<file path="src/rtl/pm_pkg.sv">
package pm_pkg;
  typedef enum logic [1:0] {
    CMB_OFF   = 2'd0,
    CMB_AND   = 2'd1,
    CMB_OR    = 2'd2,
    CMB_ORPRI = 2'd3
  } cmb_mode_e;
endpackage

</file>
<file path="src/rtl/pm_bit_cell.sv">
module pm_bit_cell (
  input  logic clk_i,
  input  logic rst_ni,
  input  logic cur_i,
  input  logic prev_i,
  input  logic prev_vld_i,
  input  logic mask_i,
  input  logic trans_i,
  input  logic pol_i,
  output logic hit_o,
  output logic care_o
);
  always_comb begin
    care_o = mask_i | trans_i;
    unique case ({mask_i, trans_i})
      2'b00: hit_o = 1'b0;
      2'b01: hit_o = prev_vld_i & (cur_i ^ prev_i);
      2'b10: hit_o = (cur_i == pol_i);
      default: hit_o = prev_vld_i & (pol_i ? (cur_i & ~prev_i) : (~cur_i & prev_i));
    endcase
  end

  assert_ignored_bit_R1: assert property (@(posedge clk_i) disable iff (!rst_ni)
    (!mask_i && !trans_i) |-> !hit_o);
  assert_no_edge_without_history_R4: assert property (@(posedge clk_i) disable iff (!rst_ni)
    (trans_i && !prev_vld_i) |-> !hit_o);
endmodule

</file>
<file path="src/rtl/pm_combine.sv">
module pm_combine
  import pm_pkg::*;
#(
  parameter int W  = 8,
  localparam int IW = (W > 1) ? $clog2(W) : 1
) (
  input  logic          clk_i,
  input  logic          rst_ni,
  input  logic [W-1:0]  hit_i,
  input  logic [W-1:0]  care_i,
  input  cmb_mode_e     mode_i,
  output logic          match_o,
  output logic [IW-1:0] pri_idx_o
);
  always_comb begin
    unique case (mode_i)
      CMB_OFF: match_o = 1'b0;
      CMB_AND: match_o = (|care_i) && ((hit_i | ~care_i) == {W{1'b1}});
      default: match_o = |hit_i;
    endcase
  end

  // highest-numbered hit wins
  always_comb begin
    pri_idx_o = '0;
    for (int i = 0; i < W; i++)
      if (hit_i[i]) pri_idx_o = IW'(i);
  end

  assert_off_never_matches_R6: assert property (@(posedge clk_i) disable iff (!rst_ni)
    (mode_i == CMB_OFF) |-> !match_o);
  assert_pri_points_at_hit_R7: assert property (@(posedge clk_i) disable iff (!rst_ni)
    (match_o && mode_i == CMB_ORPRI) |-> hit_i[pri_idx_o]);
endmodule

</file>
<file path="src/rtl/pattern_match_detector.sv">
module pattern_match_detector
  import pm_pkg::*;
#(
  parameter int W  = 8,
  localparam int IW = (W > 1) ? $clog2(W) : 1
) (
  input  logic          clk_i,
  input  logic          rst_ni,
  input  logic [W-1:0]  data_i,
  input  logic [W-1:0]  inv_i,
  input  logic [W-1:0]  mask_i,
  input  logic [W-1:0]  trans_i,
  input  logic [W-1:0]  pol_i,
  input  logic [1:0]    mode_i,
  input  logic          latch_en_i,
  input  logic          match_only_i,
  input  logic          clr_i,
  output logic          flag_o,
  output logic          irq_o,
  output logic [W-1:0]  cap_o,
  output logic [IW-1:0] pri_idx_o
);
  logic [W-1:0]  cur, prev_q, hit, care;
  logic          prev_vld_q, match, chg, take;
  logic [IW-1:0] pri_idx;
  cmb_mode_e     mode;

  assign cur  = data_i ^ inv_i;
  assign mode = cmb_mode_e'(mode_i);
  assign chg  = prev_vld_q && (cur != prev_q);
  assign take = match && !flag_o;

  for (genvar b = 0; b < W; b++) begin : g_bit
    pm_bit_cell u_cell (
      .clk_i      (clk_i),
      .rst_ni     (rst_ni),
      .cur_i      (cur[b]),
      .prev_i     (prev_q[b]),
      .prev_vld_i (prev_vld_q),
      .mask_i     (mask_i[b]),
      .trans_i    (trans_i[b]),
      .pol_i      (pol_i[b]),
      .hit_o      (hit[b]),
      .care_o     (care[b])
    );
  end

  pm_combine #(.W(W)) u_combine (
    .clk_i     (clk_i),
    .rst_ni    (rst_ni),
    .hit_i     (hit),
    .care_i    (care),
    .mode_i    (mode),
    .match_o   (match),
    .pri_idx_o (pri_idx)
  );

  always_ff @(posedge clk_i or negedge rst_ni) begin
    if (!rst_ni) begin
      prev_q     <= '0;
      prev_vld_q <= 1'b0;
      flag_o     <= 1'b0;
      irq_o      <= 1'b0;
      cap_o      <= '0;
      pri_idx_o  <= '0;
    end else begin
      prev_q     <= cur;
      prev_vld_q <= 1'b1;
      flag_o     <= match | (flag_o & ~clr_i);
      irq_o      <= match | (~match_only_i & chg);
      if (!latch_en_i || take) cap_o <= cur;
      if (take && mode == CMB_ORPRI) pri_idx_o <= pri_idx;
    end
  end

  assert_flag_sticky_R8: assert property (@(posedge clk_i) disable iff (!rst_ni)
    (flag_o && !clr_i) |=> flag_o);
  assert_flag_clears_R8: assert property (@(posedge clk_i) disable iff (!rst_ni)
    (clr_i && !match) |=> !flag_o);
  assert_cap_frozen_R9: assert property (@(posedge clk_i) disable iff (!rst_ni)
    (latch_en_i && flag_o) |=> $stable(cap_o));
  assert_pri_hold_R7: assert property (@(posedge clk_i) disable iff (!rst_ni)
    (mode_i != 2'd3) |=> $stable(pri_idx_o));
  assert_irq_match_only_R10: assert property (@(posedge clk_i) disable iff (!rst_ni)
    (match_only_i && !match) |=> !irq_o);
endmodule

</file>
<file path="config.mk">
export PLATFORM = sky130hd
export DESIGN_NAME = pattern_match_detector
export DESIGN_NICKNAME = d
export VERILOG_FILES = /design/src/rtl/pm_pkg.sv /design/src/rtl/pm_bit_cell.sv /design/src/rtl/pm_combine.sv /design/src/rtl/pattern_match_detector.sv
export SDC_FILE = /design/constraint.sdc
export NUM_CORES = 1
export LEC_CHECK = 0
export ABC_CLOCK_PERIOD_IN_PS = 5600
export BUFFER_PORTS_ARGS = -buffer_cell sky130_fd_sc_hd__buf_2
export CAP_MARGIN = 20
export CELL_PAD_IN_SITES_DETAIL_PLACEMENT = 1
export CELL_PAD_IN_SITES_GLOBAL_PLACEMENT = 2
export CORE_ASPECT_RATIO = 0.8
export CORE_UTILIZATION = 33
export DETAILED_ROUTE_END_ITERATION = 8
export GPL_ROUTABILITY_DRIVEN = 0
export PLACE_DENSITY_LB_ADDON = 0.3
export SYNTH_ARGS = -nofsm -noshare
export SYNTH_HDL_FRONTEND = slang
export SYNTH_SLANG_ARGS = --single-unit
</file>
<file path="constraint.sdc">
create_clock -name clk_i -period 5.6 [get_ports clk_i]
set_input_delay 0.28 -clock clk_i [delete_from_list [all_inputs] [get_ports clk_i]]
set_output_delay 0.28 -clock clk_i [all_outputs]
set_load 0.01 [all_outputs]
</file>
Word-level counts from Yosys, hierarchy flattened:

Index checks and enable logic that the tools add are counted.

* eq/ne operators: 28
* mux-type cells: 24
* bitwise gates (word level): 73
* reductions and logical operators: 18

Operator list (number)
* 1-bit AND: 34
* 1-bit one-hot mux with 3 select lines: 8
* 2-bit by 1-bit equality test with 1-bit output, second input constant: 9
* 2-bit equality test, second input constant: 9
* 2-bit logical NOT: 9
* 1-bit inverter: 18
* 8-bit OR reduction: 2
* 3-bit 2-to-1 mux: 4
* 1-bit bitwise OR: 10
* 1-bit 2-to-1 mux: 9
* 1-bit equality test: 8
* 8-bit equality test, second input constant: 1
* 8-bit != test: 1
* 8-bit inverter: 1
* 8-bit bitwise OR: 1
* 1-bit bitwise XOR: 8
* 8-bit bitwise XOR: 1
* 1-bit logical AND: 4
* 2-bit 2-to-1 mux: 2
* 1-bit logical NOT: 2
* 1-bit one-hot mux with 2 select lines: 1
* 1-bit logical OR: 1

* bits in registers: 22
* input bits: 47
* output and inout port bits: 13
* logic and storage cells: 149

Longest topological paths before layout:

Gate-level depths: netlist of run 1.

* word-level depth: 13
* mapped depth: 10
* depth with buffers taken out: 10

By module:

A second synthesis of run 1 with hierarchy kept.

* cell total of the unflattened synthesis: 188
* area, all modules: 1879.3 µm²

By module, submodules not included
* pattern_match_detector: times used 1, cells an instance 64, area an instance 980.9 µm², seq. area each 550.5 µm²
* pm_bit_cell: times used 8, cells an instance 12, area an instance 91.3 µm², seq. area each 0.0 µm²
* pm_combine: times used 1, cells an instance 28, area an instance 167.7 µm², seq. area each 0.0 µm²

Least setup slack after synthesis of run 1:

No wires, ideal clock.

* kind: input port to flip-flop
* start: input inv_i[7]
* end: register cap_o[0]
* setup time: 0.125 ns
* data arrival time: 2.348 ns
* data required time: 5.475 ns
* path slack: 3.128 ns
* cell stages on the path: 10
* buffers on the path: 0
* path through: xor2_1 inv_1 ha_1 mux2_2 o2111ai_1 o31ai_1 or2_1 nor3_2 o221ai_4 mux2_2

* cells in the longest elaborated chain, start to end: 12
* elaborated cells between the ends (all ways): 17
* those cells by class: 2 x eq/ne; 3 x mux; 8 x bitwise; 4 x reduce/logical

RTL lines
* start, declared: RTL line pattern_match_detector.sv:10 `input logic [W-1:0] inv_i,`
* 8-bit bitwise XOR *: RTL line pattern_match_detector.sv:28 `assign cur = data_i ^ inv_i;`
* 1-bit inverter: RTL line pm_bit_cell.sv:19 `default: hit_o = prev_vld_i & (pol_i ? (cur_i & ~prev_i) : (~cur_i & prev_i));`
* 1-bit AND: RTL line pm_bit_cell.sv:19
* 1-bit 2-to-1 mux: RTL line pm_bit_cell.sv:19
* 1-bit AND: RTL line pm_bit_cell.sv:19
* 1-bit one-hot mux with 3 select lines *: RTL line pm_bit_cell.sv:15 `unique case ({mask_i, trans_i})`
* 8-bit bitwise OR: RTL line pm_combine.sv:18 `CMB_AND: match_o = (|care_i) && ((hit_i | ~care_i) == {W{1'b1}});`
* 8-bit equality test: RTL line pm_combine.sv:18
* 1-bit logical AND: RTL line pm_combine.sv:18
* 1-bit one-hot mux with 2 select lines *: RTL line pm_combine.sv:16 `unique case (mode_i)`
* 1-bit logical AND *: RTL line pattern_match_detector.sv:31 `assign take = match && !flag_o;`
* 1-bit logical OR *: RTL line pattern_match_detector.sv:71 `if (!latch_en_i || take) cap_o <= cur;`
* end signal, assigned: RTL line pattern_match_detector.sv:71
* end, declared: RTL line pattern_match_detector.sv:20 `output logic [W-1:0] cap_o,`

Every way passes the cells marked *; elsewhere a longest branch is shown, timed or not.
A chain may end at the register's enable or synchronous reset.

Worst setup path in the final report of run 1:

* start: register prev_q[4]
* end: register cap_o[6]

* cells in the longest elaborated chain, start to end: 11
* elaborated cells between the ends (all ways): 15
* those cells by class: 1 x eq/ne; 3 x mux; 7 x bitwise; 4 x reduce/logical

RTL lines
* start, declared: RTL line pattern_match_detector.sv:23 `logic [W-1:0] cur, prev_q, hit, care;`
* start signal, assigned: RTL line pattern_match_detector.sv:67 `prev_q <= cur;`
* 1-bit inverter: RTL line pm_bit_cell.sv:19
* 1-bit AND: RTL line pm_bit_cell.sv:19
* 1-bit 2-to-1 mux: RTL line pm_bit_cell.sv:19
* 1-bit AND: RTL line pm_bit_cell.sv:19
* 1-bit one-hot mux with 3 select lines *: RTL line pm_bit_cell.sv:15
* 8-bit bitwise OR: RTL line pm_combine.sv:18
* 8-bit equality test: RTL line pm_combine.sv:18
* 1-bit logical AND: RTL line pm_combine.sv:18
* 1-bit one-hot mux with 2 select lines *: RTL line pm_combine.sv:16
* 1-bit logical AND *: RTL line pattern_match_detector.sv:31
* 1-bit logical OR *: RTL line pattern_match_detector.sv:71

Marked as above.

==> metrics list, run 1 <==
* Global Route Usage Sum: 17.13%
* Setup bufs post-CTS: 0
* Net count of the finished layout: 329
* Number of distinct library cells after synthesis: 46
- Most frequent cells in the layout: sky130_fd_sc_hd__buf_2, sky130_fd_sc_hd__inv_1, sky130_fd_sc_hd__dfrtp_1
- Critical Path Start Type: flop
* Signal arrival time at the worst endpoint: 2870 ps
- TritonCTS built the clock tree.
- Post-detailed-placement half-perimeter wirelength: 4037 microns
* Share of cells above drive strength 1: 29.55%
* Largest driver fanout on the critical path: 8
- Area of the die: 6061 sq um
- Timing would allow up to 0.3665 GHz.
* Run status: finished with violations
* Congestion Overflow GR: 0
- Setup violations remaining at the end of the flow were counted as 0.
* Clock period minus worst slack: 2728 ps
- After the first detailed-routing iteration, the DRC count stood at 72.
* Number of buffers between clock root and the deepest sink: 2
- In the routed design, unresolved DRC markers number 0.
- Core region area: 5495 sq um
* Ys Warns: 0
- 60 I/O pins were placed.
- In the synthesized netlist the async set-or-reset flop fraction comes to 100.0%.
- Total of flip-flops plus latches after synthesis: 22
* Cell Area, Placed: 2286 sq um
- The share of the Yosys chip area taken by registers is 29.00%.
* Average wire length per cell after detail routing: 13.94 microns
- The number of hold-slack violations in the final timing report came to 22.
- Counting every sink on the clock net gives 22.
- In the synthesized netlist, the number of instances is 203.
- The min-delay analysis places its worst path in the category primary input to asynchronous set/reset pin.
- The final layout contains routed wiring with a total length of 4766 microns.
- The number of pins with negative max-slew slack in the final report was 0.
- Max-cap violation count: 0
- Synthesized net count: 266
- The checks that failed: hold timing.
- After clock tree synthesis, the clock-pin slew on the worst setup and hold paths is 80 ps.
- The initial antenna violation count is 0.
- The cell sitting at the root of the clock tree is a sky130_fd_sc_hd__clkbuf_8.
- Setup repair after global routing left no endpoint under its margin.
* Nature of the critical path endpoint: flop
- Vias post-DR: 1639
- Areal power density over the cells: 209.9 nW/um^2
- Entering global routing, the biggest net connects 23 pins.
- The floorplan step set the die height to 69.84 microns.
- Antenna diodes: 0
- Of the available clock period, the critical path in the final layout requires 48.72%.
- Syn-to-layout area delta: 22.61%
* Mean cell area of the mapped netlist: 9.350 sq um
- Wire length of the first global-routing pass: 8059 microns
- Port buffering added 59 buffers.
- In this run the remaining antenna-violating nets after routing total 0.
* Data required, critical path: 5750 ps
- In the routed layout, each cell is associated on average with a via count of 4.792.
* Post-Route Setup TNS: 0 ps
* Number of buffers inserted during clock tree synthesis: 3
- Rows: 24
- In this run the tightest slew margin relative to its limit is 65.83%.
- Number of enable-type register cells in the synthesized netlist: 0
- At the pin with the least slew margin, the transition time is 512.5 ps.
* Clock network latency to the later pin of the worst-skew pair: 260 ps
- Summed over all cells, the static leakage comes to 1.161 nW.
- Vias in the first global route: 1646
- On the final layout, the worst hold slack is -19.05 ps.
* Overall die width: 86.79 microns
* PostCTS Resize Cnt: 0
- For this design, the CTS-stage hold fixing added 0 buffers.
- The first TritonRoute pass finished after 4 iterations.
- Skew final: 4.560 ps
* Worst vdd rail ir drop: 0.00008625 V
- CTS built an H-tree with a depth of 1.
* Leading cell type in the layout, fill and taps excluded: sky130_fd_sc_hd__buf_2
* Most used DFF post-synth: sky130_fd_sc_hd__dfrtp_1
- The critical path is of the flop to flop type.
- After routing the design area is 2327 sq um.
- For this configuration, the core starts out at a cell density of 34.54%.
* Post-Syn Area: 1898 sq um
[registers in the layout, indices dropped and copies added (netlist names)]
signal and cells:
flag_o 1, pri_idx_o 3, cap_o 8, irq_o 1, prev_vld_q 1, prev_q 8
[cell usage after synthesis (3+ instances only)]
| cell type | n | area, sq um |
|---|---|---|
| sky130_fd_sc_hd__inv_1 | 25 | 93.84 |
| sky130_fd_sc_hd__dfrtp_1 | 22 | 550.5 |
| sky130_fd_sc_hd__ha_1 | 16 | 200.2 |
| sky130_fd_sc_hd__xor2_1 | 14 | 122.6 |
| sky130_fd_sc_hd__mux2i_1 | 13 | 130.1 |
| sky130_fd_sc_hd__nand2_1 | 11 | 41.29 |
| sky130_fd_sc_hd__o21ai_0 | 10 | 50.05 |
| sky130_fd_sc_hd__mux2_2 | 9 | 101.4 |
| sky130_fd_sc_hd__nand3b_1 | 7 | 52.55 |
| sky130_fd_sc_hd__nor2_1 | 7 | 26.28 |
| sky130_fd_sc_hd__nand2b_1 | 5 | 31.28 |
| sky130_fd_sc_hd__nand4_1 | 5 | 31.28 |
| sky130_fd_sc_hd__nor4_1 | 5 | 31.28 |
| sky130_fd_sc_hd__a211oi_1 | 4 | 30.03 |
| sky130_fd_sc_hd__nand3_1 | 4 | 20.02 |
| sky130_fd_sc_hd__nor2b_1 | 4 | 25.02 |
| sky130_fd_sc_hd__a21oi_1 | 3 | 15.01 |
| sky130_fd_sc_hd__a31oi_1 | 3 | 18.77 |
| sky130_fd_sc_hd__nor3b_1 | 3 | 22.52 |
| sky130_fd_sc_hd__xnor2_1 | 3 | 26.28 |
[report_power, final]
group	total (mW)	internal [mW]	switching (mW)
clock	0.0972	0.0480	0.0492
sequential	0.198	0.183	0.0148
combinational	0.193	0.0888	0.104
[routing by layer]
layer  global-route usage (%)  vias up  routed length (microns)
met5                        0        -                        0
met4                    2.778        0                       23
met3                    3.333        2                      170
met2                    26.51       31                     2096
met1                    24.91      766                     2476
li1                         -      840                        -
[cell families (layout without fill, tap and decap cells)]
group	after synthesis	count (layout)	share of synthesized area, %
AOI/OAI and AO/OA	35	35	13.38
xor gates and xnor gates	19	19	9.888
adders and majority gates	16	16	10.55
buffers and inverters	26	87	5.207
DFF	22	22	29.00
muxes	22	22	12.20
other	1	1	0.1976
and+or+nand+nor	62	62	19.58
[stage by stage]
step / util (%) / instances / hold slack, ps / power (mW) / setup WS, ps
floorplan: - / 203 / -15.59 / 0.3154 / 3128
global placement: 41.60 / 339 / 285.1 / 0.3921 / 2525
detailed placement: 41.60 / 339 / 290.9 / 0.3966 / 2522
CTS: 42.35 / 342 / 1.451 / 0.4961 / 2802
global route: 42.35 / 342 / 21.72 / 0.5281 / 2594
finish: 42.35 / 342 / -19.05 / 0.4885 / 2872
[worst paths after layout]
path / start / to / slack (ps) / cells past startpoint
worst max register to register: prev_q[4] / cap_o[6] / 2870 / 9
worst min register to register: cap_o[4] / cap_o[4] / 510 / 1
max in group asynchronous: rst_ni / cap_o[1] / 5270 / 1
worst max-delay path: prev_q[4] / cap_o[6] / 2870 / 9
worst min-delay path: rst_ni / prev_q[2] / -20 / 1
min in group clk_i: clr_i / flag_o / 190 / 2
[layout make-up]
type,count,area (sq um)
tap,78,97.59
multi-input combinational,155,1249
sequential,22,550.5
timing repair buffer,59,295.3
inverter,25,93.84
fill,694,3168
clock buffer,3,41.29
[worst max-delay path, cell delays in order, from the launching register on]
cell and delay [ps]:
sky130_fd_sc_hd__dfrtp_1 350, sky130_fd_sc_hd__inv_1 50, sky130_fd_sc_hd__ha_1 320, sky130_fd_sc_hd__nor2b_1 150, sky130_fd_sc_hd__a211oi_1 280, sky130_fd_sc_hd__nor2_1 90, sky130_fd_sc_hd__a2111oi_0 280, sky130_fd_sc_hd__nand4_1 260
sky130_fd_sc_hd__o221ai_4 430, sky130_fd_sc_hd__mux2_2 380
(Power assumes the default switching activity.)
==> run 2: changes to the inputs <==
--- a/config.mk
+++ b/config.mk
@@ -5,13 +5,13 @@
 export SDC_FILE = /design/constraint.sdc
 export NUM_CORES = 1
 export LEC_CHECK = 0
-export ABC_CLOCK_PERIOD_IN_PS = 5600
+export ABC_CLOCK_PERIOD_IN_PS = 2500
 export BUFFER_PORTS_ARGS = -buffer_cell sky130_fd_sc_hd__buf_2
 export CAP_MARGIN = 20
 export CELL_PAD_IN_SITES_DETAIL_PLACEMENT = 1
 export CELL_PAD_IN_SITES_GLOBAL_PLACEMENT = 2
 export CORE_ASPECT_RATIO = 0.8
-export CORE_UTILIZATION = 33
+export CORE_UTILIZATION = 27
 export DETAILED_ROUTE_END_ITERATION = 8
 export GPL_ROUTABILITY_DRIVEN = 0
 export PLACE_DENSITY_LB_ADDON = 0.3
==> constraint.sdc (replaced) <==
create_clock -name clk_i -period 2.5 [get_ports clk_i]
set_input_delay 0.125 -clock clk_i [delete_from_list [all_inputs] [get_ports clk_i]]
set_output_delay 0.125 -clock clk_i [all_outputs]
set_load 0.01 [all_outputs]
==> run 2 against run 1 <==
Compared with the run above: the run now ends clean; worst hold slack improved by 38 ps; combinational power grew to 3.2 times the previous value; maximum frequency is 13% higher; design area grew 26%; clock power rose to 2.8 times the previous value; first-iteration DRC count fell by 40%; sequential cell count is the same; final cell count is 18% higher; die area increased by 22%; largest cell class unchanged; largest power group is now combinational cells.
==> metrics list, run 2 (synthesis results as in run 1) <==
- Number of iterations in the first detailed-routing pass: 4
* Post-route clock period utilization: 96.84%
- Skew final: 3.853 ps
* Final Slew Violations: 0
- Clock period minus worst slack: 2421 ps
- Dividing the detail-routed wire length by the instance count gives 14.33 microns.
* Max-cap violation count: 0
- The initial utilization of the core area, before any placement, comes to 28.88%.
* Final routed wirelength across all metal layers: 5802 microns
- Number of buffers between clock root and the deepest sink: 2
* Run status: finished clean
* Die span in y: 76.99 microns
* Category of the most critical setup path: flop to flop
* Unrepaired setup endpoints after global routing: yes
- Before CTS, the worst setup slack after placement is -292.3 ps.
- # DRC: 0
- Number of hold-slack violations in the final timing report: 0
- Post-detailed-placement half-perimeter wirelength: 4657 microns
- The routed layout has 1934 vias.
- Pin count of the biggest net entering global routing: 23
- The analysis attributes to cell leakage a power of 1.442 nW.
* Slew of the pin with the lowest slew margin: 580.3 ps
- Based on the critical path, the design can be clocked at up to 0.4131 GHz.
- Counting every sink on the clock net gives 22.
* Critical Path Start Type: flop
- In this run the cell area measured after placement is 2669 sq um.
- Overall die width: 95.74 microns
- Cells with a size suffix above 1 make up 49.53% of the layout.
- The count of nets left with antenna violations once routing finished came out at 0.
- Worst setup margin: 78.99 ps
- Area of the die: 7371 sq um
* TritonCTS clock tree: done
- Signal arrival time at the worst endpoint: 2590 ps
- Top flop regs: cap_o (8), prev_q (8), pri_idx_o (3)
- For this design the ratio of total power to cell area is 455.4 nW/um^2.
* Core region area: 6571 sq um
- Clock tree synthesis inserted a total of 3 buffers.
* Crit path max-delay cell type: sky130_fd_sc_hd__dfrtp_1
- The final layout contains 385 nets.
* Largest driver fanout on the critical path: 5
- The largest single stage delay on the critical path is 410 ps.
- 60 I/O pins were placed.
- Sequence of cells on the critical path: inv_2 > ha_4 > nand2b_1 > nand3b_1 > a21oi_1 > nor4_2 > buf_4 > nand4_1 > o221ai_4 > buf_6 > mux2_2
- STA classifies the critical path endpoint as a flop.
* Congestion Overflow GR: 0
* Clock transition time at the flip-flop clock pins of the worst setup and hold paths: 90 ps
- In this run the core area contains 26 standard-cell rows.
- Measured on the finished design, the core utilization comes to 44.73%.
* Wire length of the first global-routing pass: 9384 microns
* Initial antenna violation count: 0
- Top cell family by delay on the critical path: simple AND/OR/NAND/NOR gates
- Global Route Usage Sum: 16.38%
* Power consumption: 1.338 mW
* Buf+Inv Stages, Crit Path: 3
- In the layout the commonest cells are sky130_fd_sc_hd__buf_2, sky130_fd_sc_hd__buf_4, sky130_fd_sc_hd__dfrtp_1.
- Violation count after the first detailed-route iteration: 43
* H-tree depth reported by CTS: 1
- Clock root buffer: sky130_fd_sc_hd__clkbuf_8
- Leaving out fill and tap cells, the most frequent cell in the layout is sky130_fd_sc_hd__buf_2.
* Clock network latency to the later pin of the worst-skew pair: 270 ps
- Vias in the first global route: 2036
- Post-Route Setup TNS: 0 ps
- Max transition margin: 61.31%
- Syn-to-layout area delta: 54.85%
- Final setup viols: 0
- Worst vdd rail ir drop: 0.0002092 V
- Port Buffer Count: 59
- After detailed routing, the number of vias per cell comes to 4.775.
* Classification of the worst-slack hold path: primary input to flop
- Data required, critical path: 2670 ps
* Post-Layout Inst Area: 2939 sq um
- Antenna diodes: 0
==> run 2: path summary, 6_finish.rpt <==
check | from | end | slack (ps) | cells past startpoint
min | clr_i | flag_o | 20 | 2
max reg2reg | prev_q[3] | cap_o[1] | 80 | 11
max | prev_q[3] | cap_o[1] | 80 | 11
min in group asynchronous | rst_ni | cap_o[3] | 380 | 2
min reg2reg | cap_o[4] | cap_o[4] | 520 | 1
max in group asynchronous | rst_ni | prev_vld_q | 1700 | 2
==> run 2: layout make-up <==
cell class              instances  area, sq um
multi-input cells             155         1404
flip-flops and latches         22        551.8
fillers                       808         3632
well taps                      84        105.1
repair buffers                115        729.5
inverters                      25        93.84
clock buffers                   4        55.05
==> run 2: timing repair <==
item                                    CTS  global route
setup buffers                             3             2
endpoints found under the setup margin    8            10
gates resized for setup                  15            19
pin swaps                                 5             9
endpoints found under the hold margin    22             0
hold buffers                              1             0
==> run 2: power breakdown <==
part	switching, mW	internal [mW]	total [mW]
logic	0.291	0.326	0.617
clock network	0.134	0.141	0.275
registers	0.0354	0.411	0.446
==> run 2: metal layers <==
layer | share of wire [%] | wire length [microns] | global-route usage (%) | vias up
met1 | 46 | 2686 | 21.51 | 938
met2 | 49 | 2838 | 28.71 | 43
met5 | 0 | 0 | 0 | -
met4 | 0.26 | 15 | 1.343 | 0
met3 | 4.5 | 261 | 2.976 | 4
li1 | - | - | - | 949
==> run 2: worst register-to-register path, cell delays in order (launching register included) <==
cell and delay, ps:
sky130_fd_sc_hd__dfrtp_1 410, sky130_fd_sc_hd__inv_2 70, sky130_fd_sc_hd__ha_4 190, sky130_fd_sc_hd__nand2b_1 140, sky130_fd_sc_hd__nand3b_1 90, sky130_fd_sc_hd__a21oi_1 80, sky130_fd_sc_hd__nor4_2 290, sky130_fd_sc_hd__buf_4 150
sky130_fd_sc_hd__nand4_1 150, sky130_fd_sc_hd__o221ai_4 250, sky130_fd_sc_hd__buf_6 160, sky130_fd_sc_hd__mux2_2 330
==> run 2: through the flow <==
step,hold WS (ps),instances
after floorplan,-170.6,203
after global placement,147.6,395
after detailed placement,161.0,395
after CTS,18.12,403
after global routing,16.20,405
final,18.82,405
